==> config.mk <==
export PLATFORM = sky130hd
export DESIGN_NAME = desc_walker
export DESIGN_NICKNAME = d
export VERILOG_FILES = /design/src/rtl/desc_walker.sv
export SDC_FILE = /design/constraint.sdc
export NUM_CORES = 1
export LEC_CHECK = 0
export ABC_AREA = 1
export ABC_CLOCK_PERIOD_IN_PS = 9100
export BUFFER_PORTS_ARGS = -buffer_cell sky130_fd_sc_hd__buf_2
export CAP_MARGIN = 20
export CORE_ASPECT_RATIO = 1.4
export CORE_UTILIZATION = 59
export CTS_BUF_LIST = sky130_fd_sc_hd__clkbuf_16
export CTS_CLUSTER_DIAMETER = 30
export DETAILED_ROUTE_END_ITERATION = 6
export GPL_TIMING_DRIVEN = 0
export PLACE_DENSITY = 0.79
export SETUP_SLACK_MARGIN = 0.4
export SKIP_LAST_GASP = 1
export SLEW_MARGIN = 25
export SYNTH_ARGS = -nofsm -noshare
export SYNTH_HDL_FRONTEND = slang
export SYNTH_SLANG_ARGS = --single-unit
==> constraint.sdc <==
create_clock -name clk -period 9.1 [get_ports clk]
set_clock_uncertainty 0.15 [all_clocks]
set_input_delay 1.82 -clock clk [delete_from_list [all_inputs] [get_ports clk]]
set_output_delay 1.82 -clock clk [all_outputs]
set_load 0.005 [all_outputs]
==> src/rtl/desc_walker.sv <==
module desc_walker #(
  parameter int W = 32
) (
  input  logic         clk,
  input  logic         rst_n,
  input  logic         start,
  input  logic [W-1:0] start_addr,
  input  logic         err_clr,
  output logic         mem_req,
  output logic [W-1:0] mem_addr,
  input  logic         mem_rvalid,
  input  logic [W-1:0] mem_rdata,
  output logic         cmd_valid,
  input  logic         cmd_ready,
  output logic [W-1:0] cmd_addr,
  output logic [W-1:0] cmd_len,
  output logic         cmd_write,
  output logic         cmd_enc,
  output logic         cmd_cbc,
  output logic         busy,
  output logic         done,
  output logic         err,
  output logic [3:0]   err_code
);
  localparam int DWORDS = 6;
  localparam int LWORDS = 3;
  localparam logic [3:0] E_HDR = 4'd1, E_LLEN = 4'd4, E_LPTR = 4'd5,
                         E_DADR = 4'd12, E_LADR = 4'd13;

  typedef enum logic [3:0] {S_IDLE, S_DREQ, S_DWAIT, S_CHK, S_SLOT, S_LREQ,
                            S_LWAIT, S_LCHK, S_CMD, S_ADV, S_HALT} st_t;
  st_t st;

  logic [W-1:0] dw [DWORDS];
  logic [W-1:0] lw [LWORDS];
  logic [2:0]   idx;
  logic [W-1:0] base;
  logic         slot, via_link;

  wire [W-1:0] hdr   = dw[0];
  wire [W-1:0] s_len = slot ? dw[3] : dw[1];
  wire [W-1:0] s_ptr = slot ? dw[4] : dw[2];
  wire unused_hdr    = ^{hdr[31:25], hdr[23:4], hdr[1:0]};

  assign mem_req   = (st == S_DREQ) || (st == S_LREQ);
  assign mem_addr  = base + (W'(idx) << 2);
  assign cmd_valid = (st == S_CMD);
  assign cmd_write = slot;
  assign cmd_enc   = hdr[2];
  assign cmd_cbc   = hdr[3];
  assign err       = (st == S_HALT);
  assign busy      = (st != S_IDLE) && (st != S_HALT);

  always_ff @(posedge clk or negedge rst_n) begin
    if (!rst_n) begin
      st <= S_IDLE; idx <= '0; base <= '0; slot <= 1'b0; via_link <= 1'b0;
      done <= 1'b0; err_code <= '0; cmd_addr <= '0; cmd_len <= '0;
      for (int i = 0; i < DWORDS; i++) dw[i] <= '0;
      for (int i = 0; i < LWORDS; i++) lw[i] <= '0;
    end else begin
      done <= 1'b0;
      case (st)
        S_IDLE: if (start) begin
          base <= start_addr; idx <= '0; err_code <= '0;
          if (start_addr[1:0] != 2'b00) begin err_code <= E_DADR; st <= S_HALT; end
          else st <= S_DREQ;
        end
        S_DREQ: st <= S_DWAIT;
        S_DWAIT: if (mem_rvalid) begin
          dw[idx] <= mem_rdata;
          if (idx == 3'(DWORDS - 1)) st <= S_CHK;
          else begin idx <= idx + 3'd1; st <= S_DREQ; end
        end
        S_CHK: begin
          slot <= 1'b0;
          if (!(^hdr)) begin err_code <= E_HDR; st <= S_HALT; end
          else st <= S_SLOT;
        end
        S_SLOT: begin
          if (s_len == '0 && s_ptr == '0) st <= S_ADV;
          else if (hdr[24]) begin
            cmd_addr <= s_ptr; cmd_len <= s_len; via_link <= 1'b0; st <= S_CMD;
          end else if (s_ptr[1:0] != 2'b00) begin
            err_code <= E_LADR; st <= S_HALT;
          end else begin
            base <= s_ptr; idx <= '0; st <= S_LREQ;
          end
        end
        S_LREQ: st <= S_LWAIT;
        S_LWAIT: if (mem_rvalid) begin
          lw[idx] <= mem_rdata;
          if (idx == 3'(LWORDS - 1)) st <= S_LCHK;
          else begin idx <= idx + 3'd1; st <= S_LREQ; end
        end
        S_LCHK: begin
          if (lw[0] == '0) begin err_code <= E_LLEN; st <= S_HALT; end
          else if (lw[1] == '0) begin err_code <= E_LPTR; st <= S_HALT; end
          else begin
            cmd_addr <= lw[1]; cmd_len <= lw[0]; via_link <= 1'b1; st <= S_CMD;
          end
        end
        S_CMD: if (cmd_ready) begin
          if (via_link && lw[2] != '0) begin
            if (lw[2][1:0] != 2'b00) begin err_code <= E_LADR; st <= S_HALT; end
            else begin base <= lw[2]; idx <= '0; st <= S_LREQ; end
          end else st <= S_ADV;
        end
        S_ADV: begin
          if (!slot) begin slot <= 1'b1; st <= S_SLOT; end
          else if (dw[5] == '0) begin done <= 1'b1; st <= S_IDLE; end
          else if (dw[5][1:0] != 2'b00) begin err_code <= E_DADR; st <= S_HALT; end
          else begin base <= dw[5]; idx <= '0; st <= S_DREQ; end
        end
        S_HALT: if (err_clr) begin err_code <= '0; st <= S_IDLE; end
        default: st <= S_IDLE;
      endcase
    end
  end

  p_cmd_hold_r11: assert property (@(posedge clk) disable iff (!rst_n)
    cmd_valid && !cmd_ready |=> cmd_valid && $stable(cmd_addr) && $stable(cmd_len));
  p_no_read_in_cmd_r11: assert property (@(posedge clk) disable iff (!rst_n)
    cmd_valid |-> !mem_req);
  p_one_read_r12: assert property (@(posedge clk) disable iff (!rst_n)
    mem_req |=> !mem_req);
  p_aligned_read_r9: assert property (@(posedge clk) disable iff (!rst_n)
    mem_req |-> mem_addr[1:0] == 2'b00);
  p_halt_hold_r10: assert property (@(posedge clk) disable iff (!rst_n)
    err && !err_clr |=> err && $stable(err_code));
  p_halt_code_r10: assert property (@(posedge clk) disable iff (!rst_n)
    err |-> err_code != 4'd0 && !mem_req && !cmd_valid);
  p_done_pulse_r7: assert property (@(posedge clk) disable iff (!rst_n)
    done |=> !done);
endmodule

# Word level (Yosys, flattened, before mapping)
# Index checks and enable logic that the tools add are counted.
# word_totals
register_bits,398
inputBits,70
output_inout_bits,108
elab_cells,179
# classes
addsub,2
magnitude_cmp,3
eq_ne,36
mux,88
n_bitwise,1
n_reduce_logical,31
# ops
op,n
$mux W32,22
$bwmux W192,1
$logic_not A32 Y1,5
$pmux W32 S2,2
$pmux W32 S4,1
$mux W4,29
$bwmux W96,1
$demux W32 S3,1
$demux W32 S2,1
$pmux W4 S11,1
$mux W3,14
$ne A2 B2 Y1 const B,19
$add A32 B5 Y32,1
$reduce_bool A32 Y1,1
$reduce_xor A32 Y1,1
$pmux W4 S7,1
$pmux W3 S6,1
$eq A4 B3 Y1 const B,4
$reduce_and A15 Y1,1
$reduce_and A14 Y1,1
$eq A4 B4 Y1 const B,3
$reduce_bool A2 Y1,6
$reduce_and A11 Y1,1
$reduce_and A5 Y1,2
22 further kinds,41

# Depth between registers and ports, before layout
# depth
word_depth,6
mapped_depth,17
depth_no_buf,16

# Worst setup path before layout
# No wires, ideal clock.
# synth_timing
path_type,register -> output
start,register idx[1]
end,output mem_addr[30]
arrival_time_ps,2417
required_ps,7130
path_slack_ps,4713
stages_incl_launch_ff,12
path_buffers,0
path_cell_list,dfrtp_1 > inv_1 > fa_1 > o21ai_0 > nand3_1 > nor2_1 > nand2_1 > nor2_1 > nand2_1 > nor3_1 > nand2_1 > xor2_1
# synth_via
elab_chain_cells,1
# synth_rtl
item,line_no,rtl
"start, declared",36,logic [2:0] idx;
"start signal, assigned",56,st <= S_IDLE; idx <= '0; base <= '0; slot <= 1'b0; via_link <= 1'b0;
"start signal, assigned",64,base <= start_addr; idx <= '0; err_code <= '0;
"start signal, assigned",72,else begin idx <= idx + 3'd1; st <= S_DREQ; end
$add A32 B5 Y32,46,assign mem_addr = base + (W'(idx) << 2);
"end, declared",10,"output logic [W-1:0] mem_addr,"
# Every way passes these cells.

# Worst setup path in the final report
# Same ends and word-level chain as after synthesis.

==> impl_metrics.py <==
metrics = {
    "cts": {
        "post_cts_resized": 0,
        "cts.sinks": 397,
        "h-tree-depth": 3,
        "postCtsSetupBuffers": 0,
        "cts_root_buffer": "clkbuf_16",
        "postCtsHoldBufs": 0,
        "clkLatencyLatePin_ps": 600,
        "clkSlewWorstSetupHoldPaths_ps": 60,
        "cts_buffer_depth": 3,
        "cts_tree": "done",
        "cts_made_buffers": 69,
    },
    "setup_path": {
        "crit_path_cell_trace": "inv_1, fa_1, o21ai_0, nand3_1, nor2_1, nand2_1, nor2_1, nand2_1, nor3_1, nand2_1, xor2_1, buf_2",
        "cp_top_family": "simple AND/OR/NAND/NOR gates",
        "slowest_stage": "dfrtp_1",
        "critPathMaxStageDelay_ps": 530,
        "arrival_ps": 3990,
        "critPathCaptureType": "output pin",
        "crit_top_cell": "nand2_1",
        "critical_path_buf_inv_count": 2,
        "cp-start-kind": "flop",
        "worstSetupPathType": "reg2out",
        "worstPathRequired_ps": 7130,
        "cp_max_fo": 7,
    },
    "finish": {
        "antenna_cells": 0,
        "regArea_um2": 9930,
        "nFillCells": 2490,
        "final_nets": 2791,
        "layout.cells.non_filler": 3162,
        "drive_gt1_share_pct": 12.4,
        "areaGrowthSynthToFinish_pct": 20.6,
        "multi_input_area_um2": 8060,
        "design_area_um2": 23200,
        "utilization_pct": 72.9,
    },
    "die": {
        "die_x_um": 155,
        "die_height_um": 216,
        "start_util_pct": 60.5,
        "pin_count": 178,
        "die_area_um2": 33300,
        "row_count": 77,
        "core-area_um2": 31800,
    },
    "logic_synthesis": {
        "synth_compound_area_share_pct": 15.1,
        "muxShareOfSynthArea_pct": 0,
        "synth_edf_count": 0,
        "ys_ff_latch": 397,
        "async_reset_ff_share_pct": 100,
        "syn_nets": 2540,
        "yosysUniqueCellTypes": 42,
        "synth_fa_ha_area_share_pct": 0.625,
        "synth_top_family_by_area": "simple AND/OR/NAND/NOR gates",
        "synth_warnings": 0,
        "synth-xor-area-share_pct": 2.10,
        "syn_area_um2": 19200,
        "ys.flop_type": "dfrtp_1",
        "syn_inst": 2461,
        "synth_area_per_cell_um2": 7.81,
        "seq_area_frac_synth_pct": 51.7,
        "synth_simple_gate_area_share_pct": 24.1,
    },
    "detailed_routing": {
        "antenna_left": 0,
        "first_pass_iters": 6,
        "drc_errors": 0,
        "vias": 18800,
        "vias_per_cell": 5.94,
        "post_drt_wl_per_cell_um": 21.5,
        "drtIter0Drc": 1910,
        "wl_um": 67900,
    },
    "timing": {
        "finalHoldViolations": 0,
        "fin_crit_ps": 5960,
        "tns_ps": 0,
        "min_period_over_period_pct": 65.5,
        "relSlewSlack_pct": 23.2,
        "setup_viol": 0,
        "worst_slew_pin_slew_ps": 1150,
        "fmax_mhz": 168,
        "rsz0062_at_grt": "no",
        "maxSlewViolCount": 0,
    },
    "placed_design": {
        "postPlaceCellArea_um2": 20700,
        "dp.cells": 3036,
        "place_congestion": 1.02,
        "io_buffers": 176,
        "hpwl_um": 49700,
    },
    "outcome": {
        "status": "finished, final reports clean",
    },
    "power": {
        "p_sw_share_pct": 39.3,
        "p_seq_share_pct": 31.6,
        "cellPowerDensity_nw_per_um2": 353,
        "p_switching_mw": 3.21,
        "clkPwrFrac_pct": 33.5,
        "power.total_mw": 8.18,
        "share_comb_of_total_power_pct": 34.9,
        "peakVddDrop_mv": 0.259,
        "p_int_mw": 4.97,
        "power.static_leakage_nw": 12.0,
    },
    "global_routing": {
        "grt_pass1_wl_um": 104000,
        "grt_usage_pct": 41.8,
        "grt_pass1_vias": 19000,
        "overflow": 0,
        "grt_max_degree": 99,
        "antenna_found_initial": 0,
    },
    "flow_run": {
        "maxCapViolCount": 0,
    },
    "worst_hold_path": {
        "hold_path_class": "reg2reg",
    },
}
## layer usage
layer,vias up,GRT usage [%],share of wire [%]
li1,8501,-,-
met1,9048,47.8,36
met2,963,70.7,49
met3,280,6.89,7.4
met4,0,30.5,7.2
met5,-,0,0
## cell usage after synthesis (5+ instances only)
cell / count / area (um2)
a21oi_1: 14 / 70.1
nand2_1: 905 / 3400
o22ai_1: 16 / 100
nand4_1: 20 / 125
nor3_1: 13 / 65.1
clkbuf_1: 84 / 315
xnor2_1: 23 / 201
dfrtp_1: 397 / 9930
nand3_1: 32 / 160
o21ai_0: 308 / 1540
a31oi_1: 42 / 263
buf_6: 10 / 113
buf_4: 14 / 105
xor2_1: 23 / 201
inv_2: 5 / 18.8
inv_1: 160 / 601
o21ai_1: 105 / 526
a22o_1: 8 / 70.1
ha_1: 8 / 100
buf_2: 14 / 70.1
nor2_1: 201 / 754
a221oi_1: 31 / 272
## metrics by stage
stage / setup WS, ps / hold WS [ps]
final: 3140 / 318
after global routing: 2860 / 336
after CTS: 3190 / 320
after detailed placement: 3820 / 307
after global placement: -1530 / 305
after floorplan: 4710 / 303
## cell type report
type	count	share of cell area [%]
sequential	397	42.8
multi-input combinational	1774	34.8
clock buffer	70	7.55
timing repair buffer	180	4.32
clock inverter	56	3.09
inverter	166	2.69
buffer	124	2.63
tap	395	2.13
## kinds of logic after synthesis
| group | count (synthesis) |
|---|---|
| AND/OR/NAND/NOR | 1187 |
| AO/OA/AOI/OAI | 531 |
| flip-flops | 397 |
| buffers and inverters | 290 |
| XOR/XNOR | 46 |
| adder cells (fa/ha/maj) | 9 |
| other | 1 |
## power groups by stage
| stage | clock network (mW) | registers [mW] | logic, mW |
|---|---|---|---|
| 2_1_floorplan | 0 | 2.52 | 1.77 |
| 3_3_place_gp | 0 | 2.57 | 2.70 |
| 3_5_place_dp | 0 | 2.59 | 2.77 |
| 4_1_cts | 2.74 | 2.57 | 2.80 |
| 5_1_grt | 2.82 | 2.63 | 3.14 |
| 6_report | 2.74 | 2.58 | 2.86 |
## worst paths after layout
| kind | startpoint | endpoint | slack, ps | cells past startpoint |
|---|---|---|---|---|
| max | idx[1] | mem_addr[30] | 3140 | 12 |
| min | err_code[0] | err_code[0] | 320 | 2 |
| max reg2reg | cmd_write | cmd_len[23] | 5800 | 14 |
| min reg2reg | err_code[0] | err_code[0] | 320 | 2 |
| max in group asynchronous | rst_n | dw[64] | 6470 | 3 |
| min in group asynchronous | rst_n | base[8] | 1000 | 1 |
## layout by cell type (no fill, tap or decap), drive strengths merged, types with 8 or more instances in the layout
master  Yosys  routed
nand2     906     906
o21ai     413     413
dfrtp     397     397
buf        40     220
nor2      203     203
inv       165     179
clkbuf     84     154
a31oi      42      42
nand3      33      33
a221oi     31      31
xor2       23      23
xnor2      23      23
clkinv      1      23
nand4      20      20
o22ai      16      16
nor3       15      15
a21oi      14      14
bufinv      0      13
a22o        8       8
ha          8       8
## worst register-to-register path: cells and delay by family (launching register included)
family                 cells  cell delay (ps)
AO/OA/AOI/OAI              2              510
buffers and inverters      4             1070
AND/OR/NAND/NOR            8             1150
flip-flops                 1              370
## sequential cells by signal, indices dropped and copies added (netlist names)
register	flops
dw	160
via_link	1
idx	3
cmd_addr	32
cmd_len	32
st	4
base	32
cmd_write	1
hdr	32
err_code	3
done	1
lw	96
(Power assumes the default switching activity.)
